$ cat src/rtl/cif_pkg.sv
package cif_pkg;

  typedef enum logic [1:0] {
    ROLE_NONE   = 2'd0,
    ROLE_PASS   = 2'd1,
    ROLE_HOLD   = 2'd2,
    ROLE_REPLAY = 2'd3
  } role_t;

  // Role of a window byte by its phase inside a 16-byte group.
  function automatic role_t role_of(input logic [3:0] ph);
    role_t r;
    case (ph)
      4'd0, 4'd1, 4'd5, 4'd9, 4'd13: r = ROLE_PASS;
      4'd2:                          r = ROLE_HOLD;
      4'd6:                          r = ROLE_REPLAY;
      default:                       r = ROLE_NONE;
    endcase
    return r;
  endfunction

endpackage

$ cat src/rtl/cif_field_track.sv
module cif_field_track #(
  parameter int unsigned OUT_LINES  = 288,
  parameter bit          KEEP_FIELD = 1'b0,
  localparam int unsigned LW = $clog2(OUT_LINES + 1)
) (
  input  logic clk,
  input  logic rst,
  input  logic fref,
  input  logic lref,
  output logic keep_line,
  output logic field_start
);

  logic          fref_q;
  logic          fvalid;
  logic          lref_q;
  logic          keep_f;
  logic [LW-1:0] lcnt;
  logic          fedge;

  assign fedge       = fvalid && (fref != fref_q);
  assign field_start = fedge && (fref == KEEP_FIELD);
  assign keep_line   = keep_f && (lcnt < LW'(OUT_LINES));

  always_ff @(posedge clk) begin
    if (rst) begin
      fref_q <= 1'b0;
      fvalid <= 1'b0;
      lref_q <= 1'b0;
      keep_f <= 1'b0;
      lcnt   <= '0;
    end else begin
      fvalid <= 1'b1;
      fref_q <= fref;
      lref_q <= lref;
      if (fedge) begin
        keep_f <= (fref == KEEP_FIELD);
        lcnt   <= '0;
      end else if (lref_q && !lref && (lcnt < LW'(OUT_LINES))) begin
        lcnt <= lcnt + 1'b1;
      end
    end
  end

endmodule

$ cat src/rtl/cif_line_pos.sv
module cif_line_pos #(
  parameter int unsigned ACT_PIX = 720,
  parameter int unsigned H_SKIP  = 8,
  localparam int unsigned LINE_BYTES = 2 * ACT_PIX,
  localparam int unsigned WIN_LO     = 2 * H_SKIP,
  localparam int unsigned WIN_HI     = 2 * (ACT_PIX - H_SKIP),
  localparam int unsigned BW         = $clog2(LINE_BYTES + 1)
) (
  input  logic       clk,
  input  logic       rst,
  input  logic       lref,
  output logic       in_win,
  output logic [3:0] phase
);

  logic [BW-1:0] bcnt;

  assign in_win = lref && (bcnt >= BW'(WIN_LO)) && (bcnt < BW'(WIN_HI));

  always_ff @(posedge clk) begin
    if (rst) begin
      bcnt  <= '0;
      phase <= '0;
    end else if (!lref) begin
      bcnt  <= '0;
      phase <= '0;
    end else begin
      if (bcnt < BW'(LINE_BYTES)) bcnt <= bcnt + 1'b1;
      if (in_win) phase <= phase + 1'b1;
    end
  end

endmodule

$ cat src/rtl/cif_pick.sv
module cif_pick
  import cif_pkg::*;
#(
  parameter int unsigned DW = 8
) (
  input  logic          clk,
  input  logic          rst,
  input  logic [DW-1:0] din,
  input  role_t         role,
  input  logic          keep,
  input  logic          start,
  output logic [DW-1:0] dout,
  output logic          dval,
  output logic          sof
);

  logic [DW-1:0] hold;

  always_ff @(posedge clk) begin
    if (rst) begin
      hold <= '0;
      dout <= '0;
      dval <= 1'b0;
      sof  <= 1'b0;
    end else begin
      dval <= 1'b0;
      sof  <= start;
      if (keep) begin
        case (role)
          ROLE_PASS: begin
            dout <= din;
            dval <= 1'b1;
          end
          ROLE_HOLD:   hold <= din;
          ROLE_REPLAY: begin
            dout <= hold;
            dval <= 1'b1;
          end
          default: ;
        endcase
      end
    end
  end

endmodule

$ cat src/rtl/cif_downscaler.sv
module cif_downscaler
  import cif_pkg::*;
#(
  parameter int unsigned ACT_PIX    = 720,
  parameter int unsigned ACT_LINES  = 576,
  parameter int unsigned H_SKIP     = 8,
  parameter bit          KEEP_FIELD = 1'b0,
  localparam int unsigned OUT_LINES = ACT_LINES / 2
) (
  input  logic       clk,
  input  logic       rst,
  input  logic [7:0] vin_data,
  input  logic       vin_lref,
  input  logic       vin_fref,
  output logic [7:0] vout_data,
  output logic       vout_valid,
  output logic       vout_sof
);

  logic       keep_line;
  logic       field_start;
  logic       in_win;
  logic [3:0] phase;
  role_t      role;

  cif_field_track #(
    .OUT_LINES (OUT_LINES),
    .KEEP_FIELD(KEEP_FIELD)
  ) u_field (
    .clk        (clk),
    .rst        (rst),
    .fref       (vin_fref),
    .lref       (vin_lref),
    .keep_line  (keep_line),
    .field_start(field_start)
  );

  cif_line_pos #(
    .ACT_PIX(ACT_PIX),
    .H_SKIP (H_SKIP)
  ) u_pos (
    .clk   (clk),
    .rst   (rst),
    .lref  (vin_lref),
    .in_win(in_win),
    .phase (phase)
  );

  assign role = in_win ? role_of(phase) : ROLE_NONE;

  cif_pick #(
    .DW(8)
  ) u_pick (
    .clk  (clk),
    .rst  (rst),
    .din  (vin_data),
    .role (role),
    .keep (keep_line && in_win),
    .start(field_start),
    .dout (vout_data),
    .dval (vout_valid),
    .sof  (vout_sof)
  );

endmodule

$ cat config.mk
export PLATFORM = sky130hd
export DESIGN_NAME = cif_downscaler
export DESIGN_NICKNAME = d
export VERILOG_FILES = /design/src/rtl/cif_pkg.sv /design/src/rtl/cif_field_track.sv /design/src/rtl/cif_line_pos.sv /design/src/rtl/cif_pick.sv /design/src/rtl/cif_downscaler.sv
export SDC_FILE = /design/constraint.sdc
export NUM_CORES = 1
export LEC_CHECK = 0
export ABC_AREA = 1
export BUFFER_PORTS_ARGS = -buffer_cell sky130_fd_sc_hd__buf_2
export CAP_MARGIN = 0
export CORE_MARGIN = 1.5
export CORE_UTILIZATION = 50
export CTS_CLUSTER_DIAMETER = 200
export DETAILED_ROUTE_END_ITERATION = 10
export PLACE_DENSITY = 0.71
export SKIP_LAST_GASP = 1
export SYNTH_ARGS = -nofsm -noshare
export SYNTH_HDL_FRONTEND = slang
export SYNTH_HIERARCHICAL = 1
export SYNTH_SLANG_ARGS = --single-unit
$ cat constraint.sdc
create_clock -name clk -period 2.3 [get_ports clk]
set_clock_uncertainty 0.2 [all_clocks]
set_input_delay 0.46 -clock clk [delete_from_list [all_inputs] [get_ports clk]]
set_output_delay 0.46 -clock clk [all_outputs]
set_load 0.01 [all_outputs]
==> out/qor.csv, run 1 <==
metric,value,unit
antenna_found_initial,0,
final_net_count,431,
coreArea,0.00472,mm^2
netlist_instances,386,
clk_latency,300,ps
hold_viol_final,0,
synth-main-ff-cell,dfxtp_1,
synth_area_per_cell,6.38,um^2
regArea,927,um^2
grt_use_total,19.9,%
clock_path_buffers,2,
finalPower,1460,uW
worst-endpoint-required,2340,ps
ctsResizeCount,0,
die_y,73.2,um
fin_util,58.7,%
maxSlewViolCount,0,
num_vias,2274,
max_cap_viol_count,0,
htreeDepth,2,
drc,0,
ios,22,
ys_types,27,
start_kind,flop,
drive_above_1_share,13.2,%
area_delta_synth_final,12.7,%
place_congestion,0.851,
first_pass_iters,4,
post_cts_buffers,0,
grt_setup_unrepaired,true,
yosysSeqAreaShare,37.4,%
synthMuxAreaShare,0,%
synth.area.top_cells,"dfxtp_1 (37%), nand2_1 (20%), inv_1 (9.8%)",
critPathMaxFanout,16,
synth_top_area_cell,dfxtp_1,
antennaDiodeCount,0,
end_kind,flop,
timing.fmax,0.481,GHz
min_period,2080,ps
synth_top_family_by_area,simple AND/OR/NAND/NOR gates,
ys_warn_count,6,
grt_max_degree,17,
grt_overflow,0,
viasPerCell,4.71,
synth-xor-area-share,2.14,%
tightest_slew,487,ps
clkSinkCount,46,
ant_nets,0,
wirelength,4.97,mm
arrival,2120,ps
synth_top_area_share,37.4,%
power_leakage,0.00140,uW
clockRootBuffer,clkbuf_8,
n_fill_cell,468,
ys_ff_latch,46,
clk_pin_slew,90,ps
die_w,73.2,um
path_class,flop to flop,
synth_compound_area_share,7.42,%
fp-row-count,25,
synth_nets,402,
yosys.area_share.adder,2.03,%
synth_area,0.00246,mm^2
synth-async-reset-ratio,0,%
routedWlPerCell,10.3,um
ir_drop,320,uV
hold_path.class,primary input to flop,
io_buffers,21,
postCtsHoldBufs,0,
start_util,52.1,%
synth_edf_count,0,
first_iter_violations,189,
tritoncts,done,
die_area,0.00535,mm^2
grt_pass1_wl,8.37,mm
grt_pass1_vias,1936,
dpl.hpwl,3.57,mm
cts_buffers,5,
multi_input_area,0.00126,mm^2
relSlewSlack,67.5,%
setup_viol,0,
worst_hold_slack,195,ps
p_per_area,527,mW/mm^2
outcome,"complete, no violations",
fin_crit_sh,90.4,%
yosys.area_share.simple,39.2,%
[report_power, final]
group          switching, uW  internal (uW)  leakage, uW
clock                    262            324    0.0000514
sequential              3.90            802     0.000374
combinational           44.4           23.8     0.000979
total                    310           1150      0.00140
[layout by cell type, fill, tap and decap left out, drive strengths merged]
cell	Yosys	final
nor2	54	54
and2	1	1
a21oi	27	27
a21boi	1	1
ha	4	4
nor3	1	1
dfxtp	46	46
nand3b	2	2
xnor2	1	1
buf	3	26
nand4	8	8
bufinv	0	1
clkinv	1	1
inv	65	64
o21ai	5	5
clkinvlp	0	2
nand3	22	22
xor2	5	5
clkbuf	1	6
o21bai	2	2
nand2	137	137
[per-stage QoR]
step / area (um^2) / setup slack [ps] / TNS [ps] / instances
final: 2770 / 220 / 0 / 483
after global routing: 2770 / -13.6 / -13.6 / 483
after CTS: 2760 / 180 / 0 / 483
after detailed placement: 2650 / 134 / 0 / 475
after global placement: 2650 / 202 / 0 / 475
after floorplan: 2460 / 310 / 0 / 386
[flip-flops by register name, indices dropped and copies added, names as in the netlist]
signal	count
u_pos/phase	4
u_pick/dval	1
u_field/fref_q	1
u_field/lcnt	9
u_pick/dout	8
u_field/fvalid	1
u_pick/sof	1
u_pick/hold	8
u_pos/bcnt	11
u_field/lref_q	1
u_field/keep_f	1
[worst max-delay path: stages (launching register included)]
cell	delay (ps)
dfxtp_1	420
inv_1	100
nand3b_1	120
nand2_1	120
nand2_1	120
nor2_4	40
inv_1	80
nor2_1	50
nand2_1	70
nand2_1	120
inv_1	130
nand3_4	180
nand2_1	110
nand2_1	50
nor2_1	110
[cells in the mapped netlist, types with 2 or more instances]
cell and count:
o21bai_1 2, inv_1 64, xor2_1 5, nand2_2 6, ha_1 4, nor2_2 3
buf_6 3, nand3_1 20, nand2_1 130, o21ai_0 4, nor2_4 2, nand3b_1 2
nor2_1 49, nand4_1 8, a21oi_1 27, dfxtp_1 46
[path summary, 6_finish.rpt]
path | start | to | slack (ps) | cells past startpoint
setup reg to reg | u_pos/bcnt[6] | u_pick/hold[1] | 220 | 14
setup / recovery | u_pos/bcnt[6] | u_pick/hold[1] | 220 | 14
hold / removal | vin_data[2] | u_pick/hold[2] | 190 | 3
hold reg to reg | u_field/keep_f | u_field/keep_f | 280 | 2
[cells by family (layout without fill, tap and decap cells)]
kind of cell	count (synthesis)	after routing
xor+xnor	6	6
buf+inv	70	100
fa+ha+maj	4	4
flops	46	46
simple gates	225	225
compound gates	35	35
[layer usage]
metal / wire, um / global-route usage, % / vias up
li1: - / - / 1229
met5: 0 / 0 / -
met1: 2540 / 28.2 / 1007
met4: 60 / 7.34 / 0
met2: 2190 / 29.9 / 32
met3: 179 / 3.73 / 6
[final cells by class]
type,count,area share (%)
clock buffer,6,2.62
clock inverter,2,1.35
inverter,66,9.07
multi-input combinational,270,45.4
sequential,46,33.4
tap,67,3.02
timing repair buffer,26,5.14
Note: power is estimated with default switching activity, not from simulation.
==> inputs of run 2 (changes only) <==
--- a/config.mk
+++ b/config.mk
@@ -5,14 +5,15 @@
 export SDC_FILE = /design/constraint.sdc
 export NUM_CORES = 1
 export LEC_CHECK = 0
-export ABC_AREA = 1
+export ABC_AREA = 0
 export BUFFER_PORTS_ARGS = -buffer_cell sky130_fd_sc_hd__buf_2
 export CAP_MARGIN = 0
 export CORE_MARGIN = 1.5
 export CORE_UTILIZATION = 50
 export CTS_CLUSTER_DIAMETER = 200
 export DETAILED_ROUTE_END_ITERATION = 10
-export PLACE_DENSITY = 0.71
+export PLACE_DENSITY = 0.81
+export RECOVER_POWER = 50
 export SKIP_LAST_GASP = 1
 export SYNTH_ARGS = -nofsm -noshare
 export SYNTH_HDL_FRONTEND = slang
==> out/qor.csv, run 2 <==
metric,value,unit,change
place_congestion,0.772,,was 0.851
ys_types,54,,was 27
ys_warn_count,6,,unchanged
worst-endpoint-required,2330,ps,was 2340 ps
htreeDepth,2,,unchanged
regArea,921,um^2,was 927 um^2
antennaDiodeCount,0,,unchanged
synth-async-reset-ratio,0,%,unchanged
n_fill_cell,391,,was 468
routedWlPerCell,14.5,um,was 10.3 um
ir_drop,352,uV,was 320 uV
largest_reg_flops,11,,unchanged
p_per_area,562,mW/mm^2,was 527 mW/mm^2
synth-main-ff-cell,dfxtp_1,,unchanged
multi_input_area,0.00130,mm^2,was 0.00126 mm^2
grt_pass1_wl,8.11,mm,was 8.37 mm
synth_nets,266,,was 402
start_kind,flop,,unchanged
p_int,1160,uW,was 1150 uW
routed-wl-met3,131,um,was 179 um
clockRootBuffer,clkbuf_8,,unchanged
p_switching,317,uW,was 310 uW
grt_pass1_vias,1827,,"was 1,936"
coreArea,0.00441,mm^2,was 0.00472 mm^2
path_class,flop to flop,,unchanged
grt_use_total,19.8,%,was 19.9%
start_util,52.8,%,was 52.1%
dpl.hpwl,3.36,mm,was 3.57 mm
final_common_cell,dfxtp_1,,was nand2_1
end_kind,flop,,unchanged
max_cap_viol_count,0,,unchanged
wirelength,4.81,mm,was 4.97 mm
fp-row-count,24,,was 25
first_iter_violations,109,,was 189
hold_viol_final,0,,unchanged
arrival,2270,ps,was 2120 ps
setup_ws,63.0,ps,was 220 ps
top_register,u_pos/bcnt,,unchanged
fin_crit_sh,97.3,%,was 90.4%
met2_length,2.33,mm,was 2.19 mm
first_pass_iters,4,,unchanged
finalSetupTns,0,ps,unchanged
post_cts_buffers,0,,unchanged
place_ws,10.8,ps,was 134 ps
die_y,71.3,um,was 73.2 um
critPathMaxFanout,8,,was 16
clk_latency,300,ps,about the same
top_layer,met4,,unchanged
hold_path.class,primary input to flop,,unchanged
ant_nets,0,,unchanged
relSlewSlack,36.3,%,was 67.5%
fin_util,59.4,%,was 58.7%
timing.fmax,0.447,GHz,was 0.481 GHz
min_period,2240,ps,was 2080 ps
tritoncts,done,,unchanged
power_frac_seq,54.9,%,was 55.2%
outcome,"complete, no violations",,unchanged
clk_pin_slew,90,ps,about the same
ios,22,,unchanged
antenna_found_initial,0,,unchanged
netlist_instances,250,,was 386
die_area,0.00508,mm^2,was 0.00535 mm^2
clock_path_buffers,2,,unchanged
grt_overflow,0,,unchanged
io_buffers,21,,unchanged
synth_edf_count,0,,unchanged
die_w,71.3,um,was 73.2 um
switching_share,21.5,%,was 21.3%
power_leakage,0.000924,uW,was 0.00140 uW
synthTopCellsByCount,"dfxtp_1 (46), a21oi_1 (21), mux2i_1 (19), nand2b_1 (18), nor2_1 (13)",,"was nand2_1 (130), inv_1 (64), nor2_1 (49), dfxtp_1 (46), a21oi_1 (27)"
synth_top_area_cell,dfxtp_1,,unchanged
tightest_slew,953,ps,was 487 ps
power_frac_clock,40.3,%,was 40.1%
place_inst,324,,was 475
drc,0,,unchanged
power_frac_comb,4.8,%,was 4.7%
reg_top3,"u_pos/bcnt: 11 flops, u_field/lcnt: 9 flops",,unchanged
grt_max_degree,25,,was 17
postCtsHoldBufs,0,,unchanged
drive_above_1_share,16.8,%,was 13.2%
setup_viol,0,,unchanged
clkSinkCount,46,,unchanged
post-synth-top-count-cell,dfxtp_1,,was nand2_1
synth.area.top_cells,"dfxtp_1 (40%), mux2i_1 (8.2%), nand2b_1 (4.8%)",,"was dfxtp_1 (37%), nand2_1 (20%), inv_1 (9.8%)"
layoutNonFillerInstCount,332,,was 483
num_vias,1926,,"was 2,274"
mostFrequentLayoutCells,"dfxtp_1 (46), a21oi_1 (21), mux2i_1 (19)",,"was nand2_1 (129), inv_1 (63), nor2_1 (49)"
synth_area,0.00233,mm^2,was 0.00246 mm^2
synth_top_area_share,39.5,%,was 37.4%
viasPerCell,5.80,,was 4.71
area_delta_synth_final,12.6,%,was 12.7%
wl_met1,2.28,mm,was 2.54 mm
maxSlewViolCount,0,,unchanged
cts_buffers,5,,unchanged
yosysSeqAreaShare,39.5,%,was 37.4%
synth_area_per_cell,9.32,um^2,was 6.38 um^2
final_net_count,295,,was 431
ys_ff_latch,46,,unchanged
[run 2: cell types whose count changed after synthesis, moves of 7 or more]
cell	before	now
nor2b_1	0	7
inv_1	64	6
a211oi_1	0	8
nand2_1	130	11
mux2i_1	0	19
nand3_1	20	6
nor2_1	49	13
nand2b_1	0	18
nand4_1	8	1
or4_1	0	7
[run 2: what timing repair did]
item	CTS	global route
pin swaps	0	2
gates resized for setup	1	5
endpoints found under the setup margin	4	17
[run 2: area by class of cell]
class	instances	share of cell area, %
Sequential cell	46	35.1
Tap cell	52	2.48
Multi-Input combinational cell	185	49.5
Timing Repair Buffer	35	7.82
Clock buffer	6	2.77
Clock inverter	2	1.43
Inverter	6	0.859
[run 2: power by group through the flow]
stage	clock, uW	sequential (uW)	combinational, uW
2_1_floorplan	0	826	44.3
3_3_place_gp	0	827	70.6
3_5_place_dp	0	827	72.5
4_1_cts	609	808	73.0
5_1_grt	639	810	78.7
6_report	594	808	70.9
[run 2: per-stage QoR]
step / hold WS (ps) / cell area (um^2) / total power [uW]
after global routing: 233 / 2620 / 1530
after detailed placement: 265 / 2520 / 900
after floorplan: 232 / 2330 / 870
after CTS: 211 / 2640 / 1490
after global placement: 247 / 2520 / 897
final: 226 / 2620 / 1470
[run 2: metal layers]
metal | global-route usage (%) | up-vias
met5 | 0 | -
met4 | 6.92 | 0
met3 | 4.78 | 7
met2 | 34.2 | 22
met1 | 24.1 | 923
li1 | - | 974
[run 2: worst paths after layout]
| check | depth (start not counted) | end | slack [ps] | start |
|---|---|---|---|---|
| max | 9 | u_pick/hold[0] | 60 | u_pos/bcnt[4] |
| min | 3 | u_pick/hold[4] | 230 | vin_data[4] |
| max reg2reg | 9 | u_pick/hold[0] | 60 | u_pos/bcnt[4] |
| min reg2reg | 2 | u_field/keep_f | 280 | u_field/keep_f |
[run 2: worst max-delay path, stage by stage (launching register included)]
cell and delay [ps]:
dfxtp_1 320, buf_4 150, nor3_2 230, a21bo_2 230, nor2_2 80, and2b_1 150
a32o_1 220, and3b_1 230, buf_6 160, mux2i_1 190
[run 2: cells by family after synthesis]
group                      count (synthesis)  share of synthesized area [%]
muxes                                     19                           8.16
xor gates and xnor gates                   5                           1.88
adders and majority gates                  4                           2.15
and+or+nand+nor                           89                           23.5
buffers and inverters                     19                           5.05
DFF                                       46                           39.5
AOI/OAI and AO/OA                         68                           19.8
